<file path="config.mk">
export PLATFORM = sky130hd
export DESIGN_NAME = wake_sequencer
export DESIGN_NICKNAME = d
export VERILOG_FILES = /design/src/rtl/wake_pkg.sv /design/src/rtl/wake_sync.sv /design/src/rtl/wake_seq_map.sv /design/src/rtl/wake_phase_fsm.sv /design/src/rtl/wake_sequencer.sv
export SDC_FILE = /design/constraint.sdc
export NUM_CORES = 1
export LEC_CHECK = 0
export CORE_MARGIN = 2
export CORE_UTILIZATION = 35
export DETAILED_ROUTE_END_ITERATION = 8
export PLACE_DENSITY = 0.62
export SLEW_MARGIN = 25
export SYNTH_ARGS = -nofsm -noshare
export SYNTH_HDL_FRONTEND = slang
export SYNTH_SLANG_ARGS = --single-unit
</file>
<file path="constraint.sdc">
create_clock -name clk_i -period 8.84 [get_ports clk_i]
set_input_delay 1.768 -clock clk_i [delete_from_list [all_inputs] [get_ports clk_i]]
set_output_delay 1.768 -clock clk_i [all_outputs]
set_load 0.01 [all_outputs]
</file>
<file path="src/rtl/wake_pkg.sv">
package wake_pkg;

    typedef enum logic [2:0] {
        PH_IDLE = 3'd0,
        PH_T0   = 3'd1,
        PH_T1   = 3'd2,
        PH_T2   = 3'd3,
        PH_T3   = 3'd4,
        PH_USER = 3'd5
    } phase_e;

    localparam int unsigned EVT_OE   = 0;
    localparam int unsigned EVT_WREN = 1;
    localparam int unsigned EVT_RST  = 2;
    localparam int unsigned EVT_DONE = 3;

endpackage

</file>
<file path="src/rtl/wake_sync.sv">
module wake_sync #(
    parameter int unsigned STAGES = 2
) (
    input  logic clk_i,
    input  logic rst_ni,
    input  logic async_i,
    output logic sync_o
);
    logic [STAGES-1:0] chain_q, chain_d;

    always_comb begin
        chain_d = {chain_q[STAGES-2:0], async_i};
    end

    always_ff @(posedge clk_i or negedge rst_ni) begin
        if (!rst_ni) chain_q <= '0;
        else         chain_q <= chain_d;
    end

    assign sync_o = chain_q[STAGES-1];

    // a high output implies the pin was high STAGES edges before
    a_r3_sync_latency: assert property (@(posedge clk_i) disable iff (!rst_ni)
        sync_o |-> $past(async_i, 2));
endmodule

</file>
<file path="src/rtl/wake_seq_map.sv">
module wake_seq_map #(
    parameter int unsigned NUM_EVT = 4,
    parameter int unsigned NUM_SEQ = 20,
    parameter int unsigned SEL_W   = 5,
    parameter int unsigned MULT    = 13
) (
    input  logic [SEL_W-1:0]           sel_i,
    output logic [NUM_EVT-1:0][1:0]    map_o
);
    localparam int unsigned CODE_W = 2 * NUM_EVT;

    logic [SEL_W-1:0]  eff_sel;
    logic [CODE_W-1:0] code;

    always_comb begin
        eff_sel = (32'(sel_i) >= NUM_SEQ) ? '0 : sel_i;
        code    = CODE_W'(CODE_W'(eff_sel) * CODE_W'(MULT));
    end

    for (genvar e = 0; e < NUM_EVT; e++) begin : g_evt
        assign map_o[e] = code[2*e +: 2];
    end
endmodule

</file>
<file path="src/rtl/wake_phase_fsm.sv">
module wake_phase_fsm
    import wake_pkg::*;
#(
    parameter int unsigned NUM_EVT = 4,
    parameter int unsigned SEL_W   = 5
) (
    input  logic                     clk_i,
    input  logic                     rst_ni,
    input  logic                     int_done_i,
    input  logic                     pin_sync_i,
    input  logic                     ext_mode_i,
    input  logic [SEL_W-1:0]         sel_i,
    input  logic [NUM_EVT-1:0][1:0]  map_i,
    output logic [SEL_W-1:0]         sel_nx_o,
    output logic [NUM_EVT-1:0]       release_o,
    output phase_e                   phase_o
);
    typedef struct packed {
        phase_e             phase;
        logic [SEL_W-1:0]   sel;
        logic [NUM_EVT-1:0] rel;
    } state_t;

    state_t st_d, st_q;
    logic   start_ok;
    logic [2:0] step_idx;

    always_comb begin
        st_d     = st_q;
        start_ok = int_done_i && (!ext_mode_i || pin_sync_i);
        if (!int_done_i) begin
            st_d.phase = PH_IDLE;
        end else begin
            unique case (st_q.phase)
                PH_IDLE: if (start_ok) begin
                    st_d.phase = PH_T0;
                    st_d.sel   = sel_i;
                end
                PH_T0:   st_d.phase = PH_T1;
                PH_T1:   st_d.phase = PH_T2;
                PH_T2:   st_d.phase = PH_T3;
                PH_T3:   st_d.phase = PH_USER;
                PH_USER: st_d.phase = PH_USER;
                default: st_d.phase = PH_IDLE;
            endcase
        end
        step_idx = 3'(st_d.phase) - 3'd1;
        for (int e = 0; e < NUM_EVT; e++) begin
            if (st_d.phase == PH_USER)
                st_d.rel[e] = 1'b1;
            else if (st_d.phase == PH_IDLE)
                st_d.rel[e] = 1'b0;
            else
                st_d.rel[e] = ({1'b0, map_i[e]} <= step_idx);
        end
    end

    always_ff @(posedge clk_i or negedge rst_ni) begin
        if (!rst_ni) begin
            st_q.phase <= PH_IDLE;
            st_q.sel   <= '0;
            st_q.rel   <= '0;
        end else begin
            st_q <= st_d;
        end
    end

    assign sel_nx_o  = st_d.sel;
    assign release_o = st_q.rel;
    assign phase_o   = st_q.phase;

    // idle means nothing released
    a_r1_idle_quiet: assert property (@(posedge clk_i) disable iff (!rst_ni)
        (phase_o == PH_IDLE) |-> (release_o == '0));

    // one phase per clock while running
    a_r4_advance: assert property (@(posedge clk_i) disable iff (!rst_ni)
        (int_done_i && phase_o inside {PH_T0, PH_T1, PH_T2, PH_T3})
            |=> (3'(phase_o) == 3'($past(phase_o)) + 3'd1));

    // user mode releases every event
    a_r4_user_all: assert property (@(posedge clk_i) disable iff (!rst_ni)
        (phase_o == PH_USER) |-> (&release_o));

    // losing the done flag returns to idle
    a_r9_drop_idle: assert property (@(posedge clk_i) disable iff (!rst_ni)
        !int_done_i |=> (phase_o == PH_IDLE));

    // released events stay released
    a_r10_sticky: assert property (@(posedge clk_i) disable iff (!rst_ni)
        int_done_i ##1 int_done_i |-> ((release_o & $past(release_o)) == $past(release_o)));
endmodule

</file>
<file path="src/rtl/wake_sequencer.sv">
module wake_sequencer
    import wake_pkg::*;
#(
    parameter int unsigned NUM_EVT     = 4,
    parameter int unsigned NUM_SEQ     = 20,
    parameter int unsigned SEL_W       = 5,
    parameter int unsigned MULT        = 13,
    parameter int unsigned SYNC_STAGES = 2
) (
    input  logic               clk_i,
    input  logic               rst_ni,
    input  logic               int_done_i,
    input  logic               done_pin_i,
    input  logic               ext_mode_i,
    input  logic [SEL_W-1:0]   seq_sel_i,
    output logic [NUM_EVT-1:0] release_o,
    output logic [2:0]         phase_o
);
    logic                    pin_sync;
    logic [SEL_W-1:0]        sel_nx;
    logic [NUM_EVT-1:0][1:0] map;
    phase_e                  phase;

    wake_sync #(.STAGES(SYNC_STAGES)) sync_i (
        .clk_i   (clk_i),
        .rst_ni  (rst_ni),
        .async_i (done_pin_i),
        .sync_o  (pin_sync)
    );

    wake_seq_map #(
        .NUM_EVT (NUM_EVT),
        .NUM_SEQ (NUM_SEQ),
        .SEL_W   (SEL_W),
        .MULT    (MULT)
    ) map_i (
        .sel_i (sel_nx),
        .map_o (map)
    );

    wake_phase_fsm #(
        .NUM_EVT (NUM_EVT),
        .SEL_W   (SEL_W)
    ) fsm_i (
        .clk_i      (clk_i),
        .rst_ni     (rst_ni),
        .int_done_i (int_done_i),
        .pin_sync_i (pin_sync),
        .ext_mode_i (ext_mode_i),
        .sel_i      (seq_sel_i),
        .map_i      (map),
        .sel_nx_o   (sel_nx),
        .release_o  (release_o),
        .phase_o    (phase)
    );

    assign phase_o = 3'(phase);
endmodule

</file>
### Word-level counts from Yosys, hierarchy flattened

Cells that the tools add are included.

| storage, ports and cells | value |
|---|---|
| bits in registers | 14 |
| input port bits | 10 |
| output and inout port bits | 7 |
| logic and storage cells | 37 |

| cells by class | value |
|---|---|
| $add $sub $neg | 1 |
| multipliers | 1 |
| magnitude comparators | 5 |
| equal/unequal tests | 6 |
| muxes and demuxes | 14 |
| reductions and logical operators | 6 |

Operators with widths:

| cell | number |
|---|---|
| $mux W5 | 3 |
| $pmux W3 S5 | 1 |
| $le A2 B3 Y1 | 4 |
| $eq A3 B3 Y1 const B | 3 |
| $mul A5 B4 Y8 const B | 1 |
| $mux W1 | 8 |
| $mux W8 | 1 |
| $eq A3 B2 Y1 const B | 2 |
| $logic_not A3 Y1 | 2 |
| $ge A5 B5 Y1 const B | 1 |
| $eq A3 B1 Y1 const B | 1 |
| $mux W3 | 1 |
| $sub A3 B1 Y3 const B | 1 |
| $reduce_or A2 Y1 | 1 |
| $logic_and A1 B1 Y1 | 1 |
| $logic_not A1 Y1 | 1 |
| $logic_or A1 B1 Y1 | 1 |

### Longest topological paths before layout

Gate-level depths: netlist of the first run.

| logic depth | value |
|---|---|
| depth in word-level cells | 12 |
| depth in mapped cells | 20 |
| depth with buffers taken out | 18 |

### Hierarchy

A second synthesis of the first run with hierarchy kept.

| unflattened totals | value |
|---|---|
| cells, all modules | 120 |
| area total of the unflattened synthesis | 1,203.7 um^2 |

By module, submodules not included:

| module | times used | cells each | area each (um^2) | seq. area each (um^2) |
|---|---|---|---|---|
| wake_phase_fsm | 1 | 81 | 823.3 | 300.3 |
| wake_seq_map | 1 | 37 | 330.3 | 0.0 |
| wake_sync | 1 | 2 | 50.0 | 50.0 |

### Worst setup path after synthesis of the first run

OpenSTA, ideal clock, no wires.

| path | value |
|---|---|
| path type | in2reg |
| start point | in int_done_i |
| end point | reg fsm_i.st_q (netlist bit fsm_i.release_o[3]) |
| library setup time | 0.078 ns |
| data arrival time | 5.226 ns |
| required time | 8.762 ns |
| slack | 3.537 ns |
| cell stages on the path | 18 |
| buffers on the path | 2 |
| cells stage by stage | nand2b_1 > or4_4 > buf_6 > buf_6 > o21ai_1 > ha_1 > fa_1 > inv_1 > fa_1 > inv_1 > a21o_1 > a21oi_1 > xnor2_1 > ha_1 > nor2b_1 > o21ai_0 > o21bai_1 > a21oi_1 |

RTL lines:

| what | line | RTL |
|---|---|---|
| from (decl) | wake_sequencer.sv:12 | `input logic int_done_i,` |
| to (signal assigned) | wake_phase_fsm.sv:64 | `st_q <= st_d;` |
| to (decl) | wake_phase_fsm.sv:24 | `state_t st_d, st_q;` |

==> qor.csv, run 1 <==
stage,metric,value,unit
clocking,CTS H-tree depth,1,
cells_and_area,register area,350,sq um
synthesis,mux share of post-synthesis cell area,5.98,%
pwr,Sw Share,41.3,%
pwr,Comb pwr share,67.7,%
synthesis,most common cell in the netlist,ha_1,
clocking,setup bufs post-CTS,0,
floorplanning,Initial Util,37.0,%
worst_hold_path,hold_sp,sync_i.chain_q[0],
sta,measured slew at the worst slew-check pin,0.919,ns
synthesis,"Warnings, synthesis",0,
synthesis,Syn Inst Count,127,
floorplanning,Die Footprint,4080,sq um
clocking,Post-CTS Resized,0,
pwr,register share of total power,22.2,%
clocking,hold buffers post-CTS,0,
setup_path,CP Capture Type,register,
cells_and_area,post-route non-filler standard cell count,184,
cells_and_area,filler instances,326,
pwr,PwrDens,303,nW/um^2
floorplanning,Core Rows,21,
synthesis,syn_area_per_cell,9.88,sq um
synthesis,Post-synth EDFFs,0,
job,max-capacitance violation count,0,
detailed_routing,WL/cell,10.6,um
clocking,CTS tree,yes,
pwr,total chip power,435,uW
global_routing,first-pass GRT wire length,3450,um
place,RD Place Congestion,0.824,
sta,RSZ-0062 raised after global routing,no,
setup_path,critical path's slowest cell,or4_4,
sta,setup tns final,0,ns
setup_path,arrival time worst endpoint,6.02,ns
cells_and_area,Nets,174,
clocking,Clock Pin Slew Worst Setup and Hold Paths,0.08,ns
floorplanning,Chip Height,63.9,um
global_routing,largest net degree at the start of global routing,19,
pwr,Leak Pwr,0.000715,uW
pwr,Int Pwr,255,uW
synthesis,Synthesized Nets,162,
synthesis,"flops & latches, synth",14,
sta,# setup viols final,0,
clocking,Worst-Skew Late Latency,0.27,ns
synthesis,top post-synthesis cells by area,"dfrtp_1 (28%), ha_1 (23%), mux2_4 (6.0%), buf_4 (4.2%), fa_1 (3.2%)",
synthesis,Post-synth top flop,dfrtp_1,
place,DP HPWL,1670,um
synthesis,Post-Synth Simple-Gate Area,14.3,%
global_routing,vias in the first global route,801,
sta,final worst path period share,65.8,%
detailed_routing,final WL,1950,um
setup_path,largest stage delay on the critical path,0.62,ns
global_routing,initial antenna violation count,0,
detailed_routing,TritonRoute pass-1 iters,4,
sta,max-slew violations,0,
synthesis,Yosys cell types,28,
cells_and_area,ANT cells,0,
sta,f_max,0.172,GHz
sta,Clock Skew,0.000954,ns
pwr,Worst IR Drop VDD,0.108,mV
setup_path,Crit Path Max Fanout,18,
detailed_routing,vias,876,
floorplanning,Die Width,63.9,um
synthesis,asr flop ratio synth,100,%
cells_and_area,layout cells sized above 1,7.97,%
setup_path,startpoint types,input pin,
clocking,Longest Clk Path Bufs,2,
synthesis,mapped cell area,1250,sq um
setup_path,CP cell instances,clkdlybuf4s50_1 -> nand2b_1 -> or4_4 -> o21ai_1 -> ha_1 -> fa_1 -> inv_1 -> fa_1 -> inv_1 -> a21o_1 -> a21oi_1 -> xnor2_1 -> ha_1 -> nor2b_1 -> o21ai_0 -> o21bai_1 -> a21oi_1,
synthesis,Synth top area share,27.9,%
setup_path,crit path launch,int_done_i,
cells_and_area,area of the multi-input gates,792,sq um
detailed_routing,Via density,4.76,
synthesis,Compound-Gate Fraction of Synth Area,13.3,%
global_routing,GR Overflow Total,0,
synthesis,xor and xnor fraction of the mapped netlist area,3.49,%
synthesis,main combinational cell family by area after synthesis,adder cells,
setup_path,Critical Path RT,9.04,ns
setup_path,Worst R2R Start,fsm_i.phase_o[2],
clocking,Root Driver,clkbuf_4,
global_routing,GR Util All Layers,10.7,%
synthesis,post-synthesis adder-cell area fraction,26.1,%
sta,Period minus WS final,5.82,ns
pwr,Clock power frac,10.1,%
synthesis,commonest cells in the netlist,"ha_1 (23), dfrtp_1 (14), inv_1 (9)",
detailed_routing,initial detailed-routing violation count,23,
clocking,TritonCTS buffer count,3,
sta,relative slew slack,38.2,%
setup_path,critical path class,input pin to register,
pwr,Psw,180,uW
synthesis,"Seq/Total Area, Yosys",27.9,%
floorplanning,IO Pins,17,
clocking,clock sink count,14,
cells_and_area,post-layout util,42.3,%
synthesis,cell taking the most area after synthesis,dfrtp_1,
detailed_routing,Antenna Nets Post-Route,0,
sta,Fin. Hold Viols,0,
worst_hold_path,Worst Hold Class,register to register,
place,placed cell count,180,
detailed_routing,DRC viols,0,
floorplanning,Core ar.,3390,sq um
cells_and_area,area grow syn2layout,14.3,%
run_status,status,finished clean,
place,Buffers on Ports,16,
-- through the flow --
| step | instance area [sq um] | worst slack, ns | hold slack (ns) |
|---|---|---|---|
| after floorplan | 1250 | 3.54 | 0.331 |
| after global placement | 1400 | 2.81 | 0.336 |
| after detailed placement | 1400 | 2.71 | 0.339 |
| after CTS | 1430 | 2.99 | 0.358 |
| after global routing | 1430 | 2.74 | 0.366 |
| final | 1430 | 3.02 | 0.354 |
-- cells by family after synthesis --
logic type | after synthesis
compound gates | 28
xor+xnor | 5
fa+ha+maj | 25
buf+inv | 19
flops | 14
mux | 5
simple gates | 31
-- worst max-delay path: cells and delay by family --
kind                     cells  cell delay [ns]
AND/OR/NAND/NOR              3             0.84
adder cells (fa/ha/maj)      4             1.58
buffers and inverters        3             0.65
AO/OA/AOI/OAI                6             1.04
XOR/XNOR                     1             0.13
-- layout by cell type, fill, tap and decap left out, types with 2 or more instances in the layout --
| cell | count |
|---|---|
| mux2_4 | 5 |
| dfrtp_1 | 14 |
| nand2b_1 | 4 |
| nand2_1 | 7 |
| a21oi_1 | 6 |
| o21bai_1 | 4 |
| nand3_1 | 3 |
| inv_1 | 9 |
| nand3b_1 | 2 |
| nor4_1 | 4 |
| xor2_1 | 3 |
| ha_1 | 23 |
| clkbuf_4 | 3 |
| xnor2_1 | 2 |
| a21o_1 | 2 |
| o21a_1 | 2 |
| o21ai_0 | 6 |
| nor2b_1 | 6 |
| o21ai_1 | 6 |
| fa_1 | 2 |
| nor2_1 | 2 |
| clkdlybuf4s50_1 | 16 |
-- routing by layer --
| layer | vias to the layer above | track usage, % | routed length, um |
|---|---|---|---|
| li1 | 459 | - | - |
| met1 | 402 | 14.9 | 995 |
| met2 | 13 | 15.9 | 907 |
| met3 | 2 | 0.528 | 27 |
| met4 | 0 | 7.34 | 14 |
| met5 | - | 0 | 0 |
-- layout make-up --
cell class / instances / share of cell area (%)
tap: 46 / 4.01
inverter: 10 / 2.62
multi-input combinational: 94 / 55.2
clock buffer: 4 / 2.53
sequential: 14 / 24.4
timing repair buffer: 16 / 11.2
-- path summary, 6_finish.rpt --
check	end	slack (ns)	cells past startpoint
setup / recovery	fsm_i.release_o[3]	3.02	17
hold / removal	sync_i.chain_q[1]	0.35	0
setup reg to reg	fsm_i.release_o[3]	4.55	16
hold reg to reg	sync_i.chain_q[1]	0.35	0
max in group asynchronous	fsm_i.st_q[5]	6.59	1
min in group asynchronous	fsm_i.release_o[1]	1.87	1
-- flip-flops by register name, summed over array words and instances (netlist names) --
name,count
fsm_i.st_q,5
fsm_i.release_o,4
sync_i.chain_q,2
fsm_i.phase_o,3
-- power groups by stage --
stage          logic, uW  clock network [uW]  registers (uW)
6_report             294                43.8            96.6
5_1_grt              347                49.2            99.0
4_1_cts              300                46.0            96.9
3_5_place_dp         299                   0            97.8
3_3_place_gp         289                   0            97.4
2_1_floorplan        243                   0            94.0
No activity file was read; power rests on OpenSTA's default activity.
==> run 2, diff against run 1 <==
Settings changed: PLACE_DENSITY 0.62 to 0.64.
Clock period 8.84 ns to 4.9 ns, I/O delays scaled along.
==> run 2 against run 1 <==
Sequential cell count is the same. Register-to-register slack lost 3.6 ns. Combinational power grew 98%. Sequential power grew 83%. Sequential share of layout area shrank 1.7 points. Clock skew grew 0.0015 ns. Final cell count grew 6.0%. First-iteration DRC count shrank 39%.
==> qor.csv, run 2 (synthesis gave the netlist of run 1 again) <==
stage,metric,value,unit
setup_path,startpoint types,input pin,
clocking,hold buffers post-CTS,0,
place,pre-CTS setup slack,-0.265,ns
run_status,status,finished clean,
detailed_routing,initial detailed-routing violation count,14,
setup_path,Critical Path RT,5.04,ns
cells_and_area,area of the multi-input gates,825,sq um
sta,f_max,0.214,GHz
cells_and_area,ANT cells,0,
clocking,CTS tree,yes,
clocking,TritonCTS buffer count,3,
detailed_routing,Antenna Nets Post-Route,0,
sta,# setup viols final,0,
sta,Period minus WS final,4.67,ns
floorplanning,Core Rows,21,
detailed_routing,Via density,4.87,
floorplanning,Initial Util,37.0,%
cells_and_area,Nets,185,
clocking,Clock Pin Slew Worst Setup and Hold Paths,0.08,ns
floorplanning,Die Width,63.9,um
floorplanning,IO Pins,17,
cells_and_area,layout cells sized above 1,17.4,%
sta,Clock Skew,0.00247,ns
clocking,Worst-Skew Late Latency,0.28,ns
sta,max-slew violations,0,
sta,relative slew slack,61.0,%
place,Buffers on Ports,16,
cells_and_area,most frequent cells in the layout,"ha_1 (23), clkdlybuf4s50_1 (16), dfrtp_1 (14)",
setup_path,r2r setup slk,0.91,ns
clocking,clock sink count,14,
global_routing,largest net degree at the start of global routing,15,
setup_path,CP Capture Type,register,
pwr,PwrDens,545,nW/um^2
place,placed cell count,189,
detailed_routing,vias,949,
detailed_routing,DRC viols,0,
sta,WHS,0.352,ns
sta,Fin. Hold Viols,0,
cells_and_area,register area,350,sq um
sta,RSZ-0062 raised after global routing,no,
global_routing,initial antenna violation count,0,
detailed_routing,WL/cell,11.5,um
place,DP HPWL,1820,um
sta,final worst path period share,95.2,%
setup_path,critical path class,input pin to register,
cells_and_area,area grow syn2layout,22.8,%
floorplanning,Die Footprint,4080,sq um
pwr,total chip power,840,uW
global_routing,GR Overflow Total,0,
cells_and_area,filler instances,308,
cells_and_area,post-route non-filler standard cell count,195,
sta,measured slew at the worst slew-check pin,0.581,ns
sta,setup ws final,0.234,ns
pwr,Worst IR Drop VDD,0.183,mV
place,RD Place Congestion,0.674,
pwr,Leak Pwr,0.000770,uW
clocking,Root Driver,clkbuf_4,
cells_and_area,max FFs per register,5,
detailed_routing,TritonRoute pass-1 iters,4,
clocking,CTS H-tree depth,1,
setup_path,arrival time worst endpoint,4.81,ns
setup_path,Crit Path Max Fanout,6,
place,Area after DPL,1470,sq um
clocking,Longest Clk Path Bufs,2,
detailed_routing,final WL,2250,um
worst_hold_path,Worst Hold Class,register to register,
global_routing,GR Util All Layers,11.3,%
cells_and_area,"commonest non-fill, non-tap cell in the layout",ha_1,
global_routing,first-pass GRT wire length,3690,um
cells_and_area,largest reg by FF count,fsm_i.st_q,
floorplanning,Chip Height,63.9,um
floorplanning,Core ar.,3390,sq um
job,max-capacitance violation count,0,
global_routing,vias in the first global route,915,
cells_and_area,final instance area,1540,sq um
## run 2: cell types whose count changed in the layout (fill, tap and decap cells not counted)
cell	delta
nand3_1	-1
fa_1	-1
or4_4	+1
nand3_2	+1
nor2b_2	+1
o21ai_0	-1
o21ai_4	+1
nor2b_1	-1
fa_2	+1
buf_4	+10
## run 2: stage by stage
| stage | util (%) | setup TNS (ns) |
|---|---|---|
| floorplan | - | 0 |
| global placement | 43.2 | -0.156 |
| detailed placement | 43.2 | -0.378 |
| CTS | 44.3 | 0 |
| global route | 45.5 | 0 |
| finish | 45.5 | 0 |
## run 2: final timing paths
check | start | end | cells after the start
worst min register to register | sync_i.chain_q[0] | sync_i.chain_q[1] | 0
worst max register to register | fsm_i.phase_o[2] | fsm_i.release_o[3] | 17
worst min-delay path | sync_i.chain_q[0] | sync_i.chain_q[1] | 0
max in group asynchronous | rst_ni | sync_i.chain_q[0] | 1
worst max-delay path | ext_mode_i | fsm_i.release_o[3] | 18
min in group asynchronous | rst_ni | fsm_i.release_o[0] | 1
## run 2: layer usage
layer	track usage (%)	routed length, um
met1	13.6	1050
met2	19.7	1140
met3	0.528	35
met4	7.34	24
met5	0	0
## run 2: cell type report
| class | instances | area share [%] |
|---|---|---|
| Clock buffer | 4 | 2.35 |
| Inverter | 10 | 2.44 |
| Multi-Input combinational cell | 95 | 53.5 |
| Sequential cell | 14 | 22.7 |
| Tap cell | 46 | 3.73 |
| Timing Repair Buffer | 26 | 15.3 |
## run 2: what timing repair did
action,4_1_cts,5_1_grt
setup buffers,0,1
resized for setup,0,7
endpoints found under the setup margin,0,2
## run 2: critical path, cell delays in order
cell and delay, ns:
clkdlybuf4s50_1 0.38, nor2b_1 0.15, or4_4 0.56, nand3_2 0.13
o21ai_4 0.07, ha_1 0.31, fa_1 0.54, inv_1 0.07
fa_2 0.39, inv_1 0.06, a21o_1 0.11, a21oi_1 0.07
xnor2_1 0.14, ha_1 0.29, nor2b_2 0.13, o21ai_1 0.08
nor4_1 0.27, a21oi_1 0.06
## run 2: where the power goes
part | leakage [uW] | switching (uW) | internal [uW] | total, uW
Combinational | 0.000576 | 283 | 299 | 582
Sequential | 0.000173 | 27.1 | 150 | 177
Clock | 0.0000210 | 35.1 | 45.3 | 80.4
